===== src/rtl/tep_cmd_rx.sv =====
module tep_cmd_rx #(
  parameter int FIX_LEN = 4,
  parameter int ERR_W   = 8,
  parameter logic [7:0] START = 8'hBC
) (
  input  logic                   clk,
  input  logic                   rst_n,
  input  logic [7:0]             rx_data,
  input  logic                   rx_k,
  input  logic                   rx_err,
  input  logic [7:0]             my_addr,
  output logic                   bcast_valid,
  output logic [3:0]             bcast_cmd,
  output logic [FIX_LEN*8-1:0]   bcast_data,
  output logic [7:0]             delay_val,
  output logic                   tx_en,
  output logic [ERR_W-1:0]       err_cnt
);
  localparam int FW = FIX_LEN * 8;

  typedef enum logic [2:0] {HUNT, CLS, LEN, ADR, FPAY, VPAY} st_t;

  st_t        st;
  logic [7:0] cls, len, cnt, first;
  logic       hit;
  logic [FW-1:0] shreg;

  logic       clean, hit_now, last_var, apply;
  logic [7:0] arg;

  assign clean    = !rx_err && !rx_k;
  assign hit_now  = (st == ADR) ? (rx_data == my_addr) : hit;
  assign last_var = (st == ADR && len == 8'd0) || (st == VPAY && cnt == len - 8'd1);
  assign apply    = clean && last_var && hit_now;
  assign arg      = (st == VPAY && cnt == 8'd0) ? rx_data : first;

  always_ff @(posedge clk) begin
    if (!rst_n) begin
      st          <= HUNT;
      cls         <= '0;
      len         <= '0;
      cnt         <= '0;
      first       <= '0;
      hit         <= 1'b0;
      shreg       <= '0;
      bcast_valid <= 1'b0;
      bcast_cmd   <= '0;
      bcast_data  <= '0;
      delay_val   <= '0;
      tx_en       <= 1'b0;
      err_cnt     <= '0;
    end else begin
      bcast_valid <= 1'b0;
      if (st != HUNT && !clean) begin
        st <= HUNT;
        if (err_cnt != '1) err_cnt <= err_cnt + 1'b1;
      end else begin
        case (st)
          HUNT: if (rx_k && !rx_err && rx_data == START) st <= CLS;
          CLS: begin
            cls <= rx_data;
            cnt <= '0;
            st  <= rx_data[7] ? LEN : FPAY;
          end
          FPAY: begin
            shreg <= {shreg[FW-9:0], rx_data};
            cnt   <= cnt + 8'd1;
            if (cnt == 8'(FIX_LEN - 1)) begin
              st          <= HUNT;
              bcast_valid <= 1'b1;
              bcast_cmd   <= cls[3:0];
              bcast_data  <= {shreg[FW-9:0], rx_data};
            end
          end
          LEN: begin
            len <= rx_data;
            st  <= ADR;
          end
          ADR: begin
            hit <= hit_now;
            cnt <= '0;
            st  <= (len == 8'd0) ? HUNT : VPAY;
          end
          VPAY: begin
            if (cnt == 8'd0) first <= rx_data;
            cnt <= cnt + 8'd1;
            if (cnt == len - 8'd1) st <= HUNT;
          end
          default: st <= HUNT;
        endcase
        if (apply) begin
          case (cls[3:0])
            4'd1: if (st == VPAY) delay_val <= arg;
            4'd2: tx_en <= 1'b1;
            4'd3: tx_en <= 1'b0;
            default: ;
          endcase
        end
      end
    end
  end
endmodule



===== config.mk =====
export PLATFORM = sky130hd
export DESIGN_NAME = tep_cmd_rx
export DESIGN_NICKNAME = d
export VERILOG_FILES = /design/src/rtl/tep_cmd_rx.sv
export SDC_FILE = /design/constraint.sdc
export NUM_CORES = 1
export LEC_CHECK = 0
export BUFFER_PORTS_ARGS = -buffer_cell sky130_fd_sc_hd__buf_2
export CAP_MARGIN = 15
export CORE_MARGIN = 4
export CORE_UTILIZATION = 56
export CTS_CLUSTER_DIAMETER = 50
export DETAILED_ROUTE_END_ITERATION = 7
export PLACE_DENSITY_LB_ADDON = 0.1
export SLEW_MARGIN = 20
export SYNTH_ARGS = -nofsm -noshare
export SYNTH_HDL_FRONTEND = slang
export SYNTH_SLANG_ARGS = --single-unit

===== constraint.sdc =====
create_clock -name clk -period 3.8 [get_ports clk]
set_input_delay 0.38 -clock clk [delete_from_list [all_inputs] [get_ports clk]]
set_output_delay 0.38 -clock clk [all_outputs]
set_load 0.02 [all_outputs]

# [After elaboration in Yosys (flattened, before gate mapping)]
# Index checks and enable logic that the tools add are counted.
[totals] wordCells=80 regBits=110 memories=0 latchBits=0 mem_bits_ro=0 in_bits=20 mem_bits_rw=0
[op_classes] add_sub_neg=3 shifts=0 n_eq_ne=16 bitwise_logic=3 mul=0 n_lt_le_gt_ge=0 muxes=11 reduce_logical=34 div=0
[op_table] op="3-bit case mux with 6 select lines" count=1
[op_table] op="8-bit by 1-bit adder with 8-bit output (second input constant)" count=2
[op_table] op="8-bit == test" count=2
[op_table] op="8-bit logical NOT" count=2
[op_table] op="8-bit case mux with 2 select lines" count=1
[op_table] op="3-bit two-way mux" count=5
[op_table] op="2-bit AND reduction" count=6
[op_table] op="3-bit AND reduction" count=4
[op_table] op="1-bit logical AND" count=9
[op_table] op="4-bit by 2-bit == test with 1-bit output (second input constant)" count=2
[op_table] op="8-bit by 2-bit == test with 1-bit output (second input constant)" count=1
[op_table] op="8-bit == test (second input constant)" count=1
[op_table] op="8-bit two-way mux" count=1
[op_table] op="8-bit != test (second input constant)" count=1
[op_table] op="8-bit by 1-bit subtractor with 8-bit output (second input constant)" count=1
[op_table] op="3-bit by 2-bit == test with 1-bit output (second input constant)" count=2
[op_table] op="3-bit == test (second input constant)" count=2
[op_table] op="2-bit != test (second input constant)" count=3
[op_table] op="2-bit OR reduction" count=3
[op_table] op="4-bit by 1-bit == test with 1-bit output (second input constant)" count=1
[op_table] op="4-bit AND reduction" count=1
[op_table] op="2-bit nonzero test" count=2
[op_table] op="3-bit by 1-bit == test with 1-bit output (second input constant)" count=1
[op_table] op="1-bit logical NOT" count=3
[op_table] op="other kinds (7)" count=10

# [Logic depth before layout (Yosys ltp)]
# Gate-level depths: netlist of run 1.
[depth] depth_word=7 mapped_depth=9 ltp_nobuf=8

# [Worst setup path after synthesis of run 1]
# No wires, ideal clock.
[synth_timing] path_kind="register to register" start="reg len[0]" end="reg st[2]" setup_ns=0.128 arrival_ns=2.629 slack_ns=1.042 required_ns=3.672 path_stages_with_launch=10 n_path_buf=1 cell_sequence="dfxtp_1 inv_1 ha_1 or3b_4 or4_1 a221oi_2 or4b_1 buf_6 a222oi_1 nor3_1"
[synth_between] elab_chain_cells=4 elab_cells_between_ends=7
[synth_rtl] element="start, declared" line_no="24" rtl="logic [7:0] cls, len, cnt, first;"
[synth_rtl] element="start signal, assigned" line_no="76" rtl="len <= rx_data;"
[synth_rtl] element="8-bit by 1-bit subtractor with 8-bit output" line_no="87" rtl="if (cnt == len - 8'd1) st <= HUNT;"
[synth_rtl] element="8-bit == test" line_no="87"
[synth_rtl] element="2-bit != test (no source line)"
[synth_rtl] element="3-bit AND reduction (no source line)"
[synth_rtl] element="end signal, assigned" line_no="63" rtl="st <= rx_data[7] ? LEN : FPAY;"
[synth_rtl] element="end signal, assigned" line_no="82" rtl="st <= (len == 8'd0) ? HUNT : VPAY;"
[synth_rtl] element="end, declared" line_no="23" rtl="st_t st;"
# Several ways; a longest one is shown, not always the timed one.
# A chain may end at the register's enable or synchronous reset.

# [Worst setup path in the final report of run 1]
[layout_timing] start="reg len[0]" end="reg delay_val[4]"
[layout_between] elab_chain_cells=7 elab_cells_between_ends=9
[layout_rtl] element="8-bit by 1-bit subtractor with 8-bit output" line_no="33" rtl="assign last_var = (st == ADR && len == 8'd0) || (st == VPAY && cnt == len - 8'd1);"
[layout_rtl] element="8-bit == test" line_no="33"
[layout_rtl] element="1-bit logical AND" line_no="33"
[layout_rtl] element="1-bit logical OR *" line_no="33"
[layout_rtl] element="1-bit logical AND * (2 in series)" line_no="34" rtl="assign apply = clean && last_var && hit_now;"
[layout_rtl] element="4-bit AND reduction (no source line) *"
[layout_rtl] element="end signal, assigned" line_no="93" rtl="4'd1: if (st == VPAY) delay_val <= arg;"
[layout_rtl] element="end, declared" line_no="15" rtl="output logic [7:0] delay_val,"
# Every way passes the cells marked *; elsewhere a longest branch is shown, timed or not.

==> impl_metrics.csv, run 1 <==
group,metric,value,unit
sta,setup_slack,0.606,ns
sta,period_needed,3.19,ns
yosys,ys_top_cells_by_area,"dfxtp_1, nand2_1, a21oi_1, mux2i_1, nor2_1",
sta,fmaxAchievable,313,MHz
yosys,synth_cells,576,
yosys,avgSynthCellArea,8.15,um^2
sta,max_slew.worst_pin.slew,0.626,ns
yosys,ys_seq_elements,110,
setup_path,rr_startpoint,"len[0]$_SDFFE_PN0P_",
setup_path,cp_max_fo,11,
yosys,synth-seq-area-share,46.9,%
setup_path,critPathKind,"reg -> reg",
setup_path,setup.worst_path.start,"len[0]$_SDFFE_PN0P_",
route,drc_errors,0,
sta,rsz0062_at_grt,"no",
die,io_pins,74,
yosys,synth-edff-count,0,
route,vias_per_cell,5.56,
die,row_count,33,
sta,setup-violations-final,0,
grt,grt_pass1_wl,18.5,mm
grt,grt_max_degree,38,
placement,dp_hpwl,7.50,mm
setup_path,crit_slowest_cell,"or4b_1",
run,drv_cap,0,
setup_path,crit_end,"delay_val[4]$_SDFFE_PN0P_",
placement,gp_congestion,0.849,
clock_tree,clk_latency,0.37,ns
clock_tree,ctsHoldBuffers,0,
setup_path,cp_data_required_time,4.08,ns
yosys,yosysTopAreaCell,"dfxtp_1",
setup_path,end_kind,"register",
setup_path,r2r_slack,0.61,ns
setup_path,regToRegEndpoint,"delay_val[4]$_SDFFE_PN0P_",
yosys,yosysUniqueCellTypes,46,
clock_tree,cts_resized,0,
clock_tree,cts_buffers,9,
power,leakagePower,2.11,nW
grt,gr-total-overflow,0,
placement,place_inst,721,
sta,slew_headroom,58.1,%
yosys,async_reset_ff_share,0,%
clock_tree,clkSlewWorstSetupHoldPaths,0.12,ns
layout,utilization,64.7,%
grt,grt_pass1_vias,3867,
setup_path,crit_arrival,3.47,ns
yosys,synth_area,4700,um^2
setup_path,critPathLaunchType,"register",
worst_hold_path,hold_path.class,"in -> reg",
grt,grtUsageMet3,5.61,%
clock_tree,htreeDepth,3,
yosys,synth_common_cells,"nand2_1, dfxtp_1, a21oi_1",
run_status,status,"finished clean",
power,p_total,1.91,mW
placement,place_area,5080,um^2
layout,final_area,5290,um^2
yosys,yosys_warnings,0,
clock_tree,postCtsSetupBuffers,0,
layout,nets,652,
placement,dp_worst_setup_slack,0.655,ns
die,dieArea,9910,um^2
yosys,synth_fp_nets,601,
setup_path,max_stage_delay,0.70,ns
route,wire_per_inst,14.9,um
sta,slew_viol_final,0,
layout,drive_gt1_share,17.6,%
route,first_pass_iters,6,
power,power_per_cell_area,361,nW/um^2
route,drtAntennaViolNets,0,
layout,instances_no_fill,737,
layout,area_delta_synth_final,12.6,%
die,die_h,99.6,um
placement,portBuffers,73,
sta,hold_ws,0.332,ns
clock_tree,cts_root_buf,"clkbuf_8",
die,fp.coreArea,8180,um^2
setup_path,reg2regPathDepth,8,
clock_tree,ctsLongestPathBuffers,2,
sta,finalHoldViolCount,0,
sta,fin_crit_sh,84.1,%
yosys,netlist.area_leader.share,46.9,%
yosys,ys.flop_type,"dfxtp_1",
clock_tree,cts_tree,"done",
grt,gr-usage-met1,31.5,%
route,drt_iter0_drc,285,
yosys,yosysMostFrequentCell,"nand2_1",
grt,antenna_found_initial,0,
clock_tree,clock-sinks,110,
route,vias,4096,
grt,grt.busiest_layer,"met2",
layout,antenna_cells,0,
setup_path,path_cells,"inv_1, ha_1, or3b_4, or4_1, a221oi_2, or4b_1, a21o_2, a211oi_1",
grt,track_usage,22.8,%
die,initial_core_util,57.4,%
power,ir_drop,0.320,mV
route,drt_wl_total,11.0,mm
die,die_x,99.6,um
grt,met2_usage,36.1,%
sta,fin_tns_setup,0,ns
sta,skew,0.0148,ns
## registers in the layout (all words and copies together) (netlist names), 3 cells and up
register,cells
shreg,24
cnt,8
delay_val,8
cls,4
first,8
len,8
bcast_cmd,4
err_cnt,8
bcast_data,32
st,3
## report_power, final
part | internal [mW] | total, mW | switching [mW]
combinational | 0.0176 | 0.0600 | 0.0424
clock | 0.261 | 0.695 | 0.434
sequential | 1.15 | 1.15 | 0.0000604
## worst min-delay path by stage
| stage | from | end | slack, ns | depth (start not counted) |
|---|---|---|---|---|
| final | rx_data[6] | bcast_data[6]$_SDFFE_PN0P_ | 0.33 | 3 |
| after global placement | shreg[23]$_SDFFE_PN0P_ | bcast_data[31]$_SDFFE_PN0P_ | 0.44 | 2 |
| after CTS | rx_data[6] | bcast_data[6]$_SDFFE_PN0P_ | 0.33 | 3 |
| after floorplan | shreg[16]$_SDFFE_PN0P_ | bcast_data[24]$_SDFFE_PN0P_ | 0.43 | 2 |
| after global routing | rx_data[6] | bcast_data[6]$_SDFFE_PN0P_ | 0.31 | 3 |
| after detailed placement | shreg[16]$_SDFFE_PN0P_ | shreg[16]$_SDFFE_PN0P_ | 0.45 | 2 |
## critical path, delay by kind of cell, from the launching register on
kind / cells / cell delay, ns
buffers and inverters: 1 / 0.10
adders and majority gates: 1 / 0.21
AOI/OAI and AO/OA: 3 / 0.88
and+or+nand+nor: 3 / 1.53
DFF: 1 / 0.37
## layout make-up
class / instances / area, um^2
fill: 732 / 2890
multi-input combinational: 413 / 2290
sequential: 110 / 2200
timing repair buffer: 79 / 410
tap: 105 / 131
clock buffer: 9 / 124
clock inverter: 7 / 77.6
inverter: 14 / 52.6
## cells in the final DEF (no fill, tap or decap), types with 2 or more instances in the layout
| cell type | instances |
|---|---|
| nand2_1 | 147 |
| dfxtp_1 | 110 |
| buf_2 | 73 |
| a21oi_1 | 72 |
| nor2_1 | 39 |
| mux2i_1 | 18 |
| a211oi_1 | 17 |
| xnor2_1 | 15 |
| inv_1 | 13 |
| o21ai_0 | 10 |
| xor2_1 | 9 |
| nand4_1 | 9 |
| clkbuf_8 | 9 |
| nand3_1 | 8 |
| mux2_2 | 8 |
| nor3_1 | 6 |
| buf_4 | 6 |
| nor4_1 | 5 |
| ha_1 | 5 |
| or3_1 | 4 |
| nand2b_1 | 3 |
| o211ai_1 | 3 |
| and2_1 | 3 |
| or4_1 | 2 |
| o31ai_1 | 2 |
| nor2b_1 | 2 |
| o21a_1 | 2 |
| a21o_1 | 2 |
| a32oi_1 | 2 |
| and3_1 | 2 |
| a22oi_1 | 2 |
| inv_8 | 2 |
| clkinv_8 | 2 |
## cells by family (layout without fill, tap and decap cells)
logic type,after synthesis,count (layout),share of synthesized area (%)
simple gates,240,240,22.1
compound gates,118,118,14.9
flops,110,110,46.9
buf+inv,53,109,4.56
mux,26,26,5.76
xor+xnor,24,24,4.48
fa+ha+maj,5,5,1.33
## metal layers
metal	share of wire (%)	wire (um)
met1	45	4970
met2	48	5220
met3	6.2	678
met4	0.97	107
met5	0	0
(Power assumes the default switching activity.)
==> inputs of run 2 (changes only) <==
--- a/config.mk
+++ b/config.mk
@@ -5,10 +5,11 @@
 export SDC_FILE = /design/constraint.sdc
 export NUM_CORES = 1
 export LEC_CHECK = 0
+export ABC_AREA = 1
 export BUFFER_PORTS_ARGS = -buffer_cell sky130_fd_sc_hd__buf_2
 export CAP_MARGIN = 15
 export CORE_MARGIN = 4
-export CORE_UTILIZATION = 56
+export CORE_UTILIZATION = 57
 export CTS_CLUSTER_DIAMETER = 50
 export DETAILED_ROUTE_END_ITERATION = 7
 export PLACE_DENSITY_LB_ADDON = 0.1
==> constraint.sdc (replaced) <==
create_clock -name clk -period 3.2 [get_ports clk]
set_input_delay 0.32 -clock clk [delete_from_list [all_inputs] [get_ports clk]]
set_output_delay 0.32 -clock clk [all_outputs]
set_load 0.02 [all_outputs]
==> impl_metrics.csv, run 2 <==
group,metric,value,unit
run_status,status,"finished clean",
yosys,synth-adder-area-share,1.28,%
sta,slew_viol_final,0,
layout,largestRegisters,"bcast_data x32, shreg x24",
route,drt_iter0_drc,257,
clock_tree,clock-sinks,110,
setup_path,cp_data_required_time,3.51,ns
grt,grt_pass1_wl,18.9,mm
yosys,yosysMostFrequentCell,"dfxtp_1",
yosys,synth_mux_area_share,0,%
power,leakagePower,2.37,nW
power,ir_drop,0.256,mV
sta,period_needed,2.30,ns
yosys,synth_area,4870,um^2
grt,grt_max_degree,89,
worst_hold_path,hold_path_startpoint,"rx_err",
clock_tree,ctsHoldBuffers,0,
die,dieArea,10100,um^2
clock_tree,htreeDepth,3,
yosys,netlist.area_leader.share,45.2,%
yosys,yosys_warnings,0,
yosys,synth_common_cells,"dfxtp_1, nand2_1, inv_1",
die,die_h,100,um
sta,fin_crit_sh,72.0,%
power,power_per_cell_area,447,nW/um^2
sta,setup-violations-final,0,
yosys,synthSimpleGateAreaFrac,22.5,%
die,fp.coreArea,8260,um^2
yosys,synth_compound_area_share,18.8,%
placement,place_area,5230,um^2
layout,final_common_cell,"dfxtp_1",
yosys,synth_cells,654,
yosys,ys_top_cells_by_area,"dfxtp_1, nand2_1, o21ai_0, inv_1, a21oi_1",
placement,dp_hpwl,8.15,mm
layout,largest-register,"bcast_data",
clock_tree,postCtsSetupBuffers,0,
yosys,synth-seq-area-share,45.2,%
route,drt_wl_total,11.4,mm
yosys,avgSynthCellArea,7.45,um^2
layout,final_area,5440,um^2
die,io_pins,74,
route,first_pass_iters,5,
clock_tree,cts_root_buf,"clkbuf_8",
yosys,ys.flop_type,"dfxtp_1",
layout,area_delta_synth_final,11.5,%
placement,gp_congestion,0.915,
route,drtAntennaViolNets,0,
layout,antenna_cells,0,
setup_path,setup.worst_path.start,"st[2]$_SDFFE_PP0P_",
layout,largest_register_ffs,32,
grt,antenna_found_initial,0,
route,wire_per_inst,13.9,um
yosys,yosysTopAreaCell,"dfxtp_1",
yosys,async_reset_ff_share,0,%
yosys,synth_fp_nets,679,
setup_path,crit_arrival,2.61,ns
setup_path,critPathKind,"reg -> reg",
sta,slew_headroom,44.0,%
clock_tree,ctsLongestPathBuffers,2,
yosys,synth_top_family_by_area,"simple AND/OR/NAND/NOR gates",
setup_path,cp_max_fo,21,
clock_tree,clk_latency,0.38,ns
clock_tree,cts_buffers,9,
die,initial_core_util,59.0,%
sta,skew,0.0113,ns
setup_path,reg2regPathDepth,10,
run,drv_cap,0,
worst_hold_path,holdPathStages,4,
setup_path,rr_startpoint,"st[2]$_SDFFE_PP0P_",
route,vias,4338,
placement,portBuffers,73,
yosys,synth-edff-count,0,
clock_tree,cts_tree,"done",
die,row_count,33,
grt,gr-total-overflow,0,
route,drc_errors,0,
yosys,ys_seq_elements,110,
route,vias_per_cell,5.28,
setup_path,critPathLaunchType,"register",
sta,fin_tns_setup,0,ns
sta,rsz0062_at_grt,"no",
layout,drive_gt1_share,17.9,%
layout,nets,737,
setup_path,end_kind,"register",
die,die_x,100,um
worst_hold_path,hold_path.class,"in -> reg",
layout,final_cell_mix,"dfxtp_1, nand2_1, inv_1, buf_2, o21ai_0",
yosys,yosysUniqueCellTypes,39,
sta,finalHoldViolCount,0,
clock_tree,clkSlewWorstSetupHoldPaths,0.11,ns
clock_tree,cts_resized,0,
grt,grt_pass1_vias,3895,
yosys,synth-xor-area-share,1.80,%
sta,fmaxAchievable,434,MHz
grt,track_usage,23.3,%
sta,max_slew.worst_pin.slew,0.839,ns
## run 2: cell count changes after synthesis, sizes merged, moves of 12 or more
cell,before,now
o21ai,10,91
nand3,8,42
clkbuf,35,15
nor2,40,73
mux2i,18,0
inv,14,94
a21oi,72,60
nand2,147,100
## run 2: final timing paths
path	end	slack [ns]
worst min-delay path	len[7]$_SDFFE_PN0P_	0.29
worst min register to register	bcast_data[26]$_SDFFE_PN0P_	0.46
worst max register to register	bcast_data[26]$_SDFFE_PN0P_	0.90
worst max-delay path	bcast_data[26]$_SDFFE_PN0P_	0.90
## run 2: metal layers
metal | track usage, % | wire (um)
met1 | 33.7 | 5470
met5 | 0 | 0
met4 | 6.53 | 147
met2 | 36.1 | 5090
met3 | 3.88 | 699
## run 2: worst max-delay path, cell delays in order, from the launching register on
cell and delay [ns]:
dfxtp_1 0.38, inv_2 0.07, nor2_2 0.09, inv_2 0.05
nor2_1 0.11, inv_2 0.07, nor2_4 0.25, nand2_1 0.36
inv_1 0.51, o21ai_0 0.18, a21oi_1 0.17
## run 2: area by class of cell
cell class | instances | area, um^2
inverter | 95 | 357
multi-input combinational | 421 | 2160
timing repair buffer | 75 | 380
fill | 730 | 2820
tap | 105 | 131
sequential | 110 | 2200
clock buffer | 10 | 128
clock inverter | 6 | 76.3
## run 2: report_power, final
part / switching (mW) / internal, mW / total (mW) / leakage [nW]
combinational: 0.114 / 0.0490 / 0.163 / 1.38
sequential: 0.0138 / 1.38 / 1.40 / 0.886
clock: 0.492 / 0.377 / 0.868 / 0.103
total: 0.620 / 1.81 / 2.43 / 2.37
## run 2: cell families (layout without fill, tap and decap cells)
kind of cell    after synthesis  count (layout)
buf+inv                     123             186
simple gates                241             241
xor+xnor                     10              10
fa+ha+maj                     5               5
flops                       110             110
compound gates              165             165
## run 2: stage by stage
step	hold slack, ns	std cells	util, %	total power [mW]	setup WS [ns]
2_1_floorplan	0.420	654	-	1.54	1.39
3_3_place_gp	0.438	806	63.4	1.58	0.945
3_5_place_dp	0.444	806	63.4	1.59	0.797
4_1_cts	0.268	822	65.8	2.45	0.896
5_1_grt	0.274	822	65.8	2.51	0.623
6_report	0.288	822	65.8	2.43	0.895
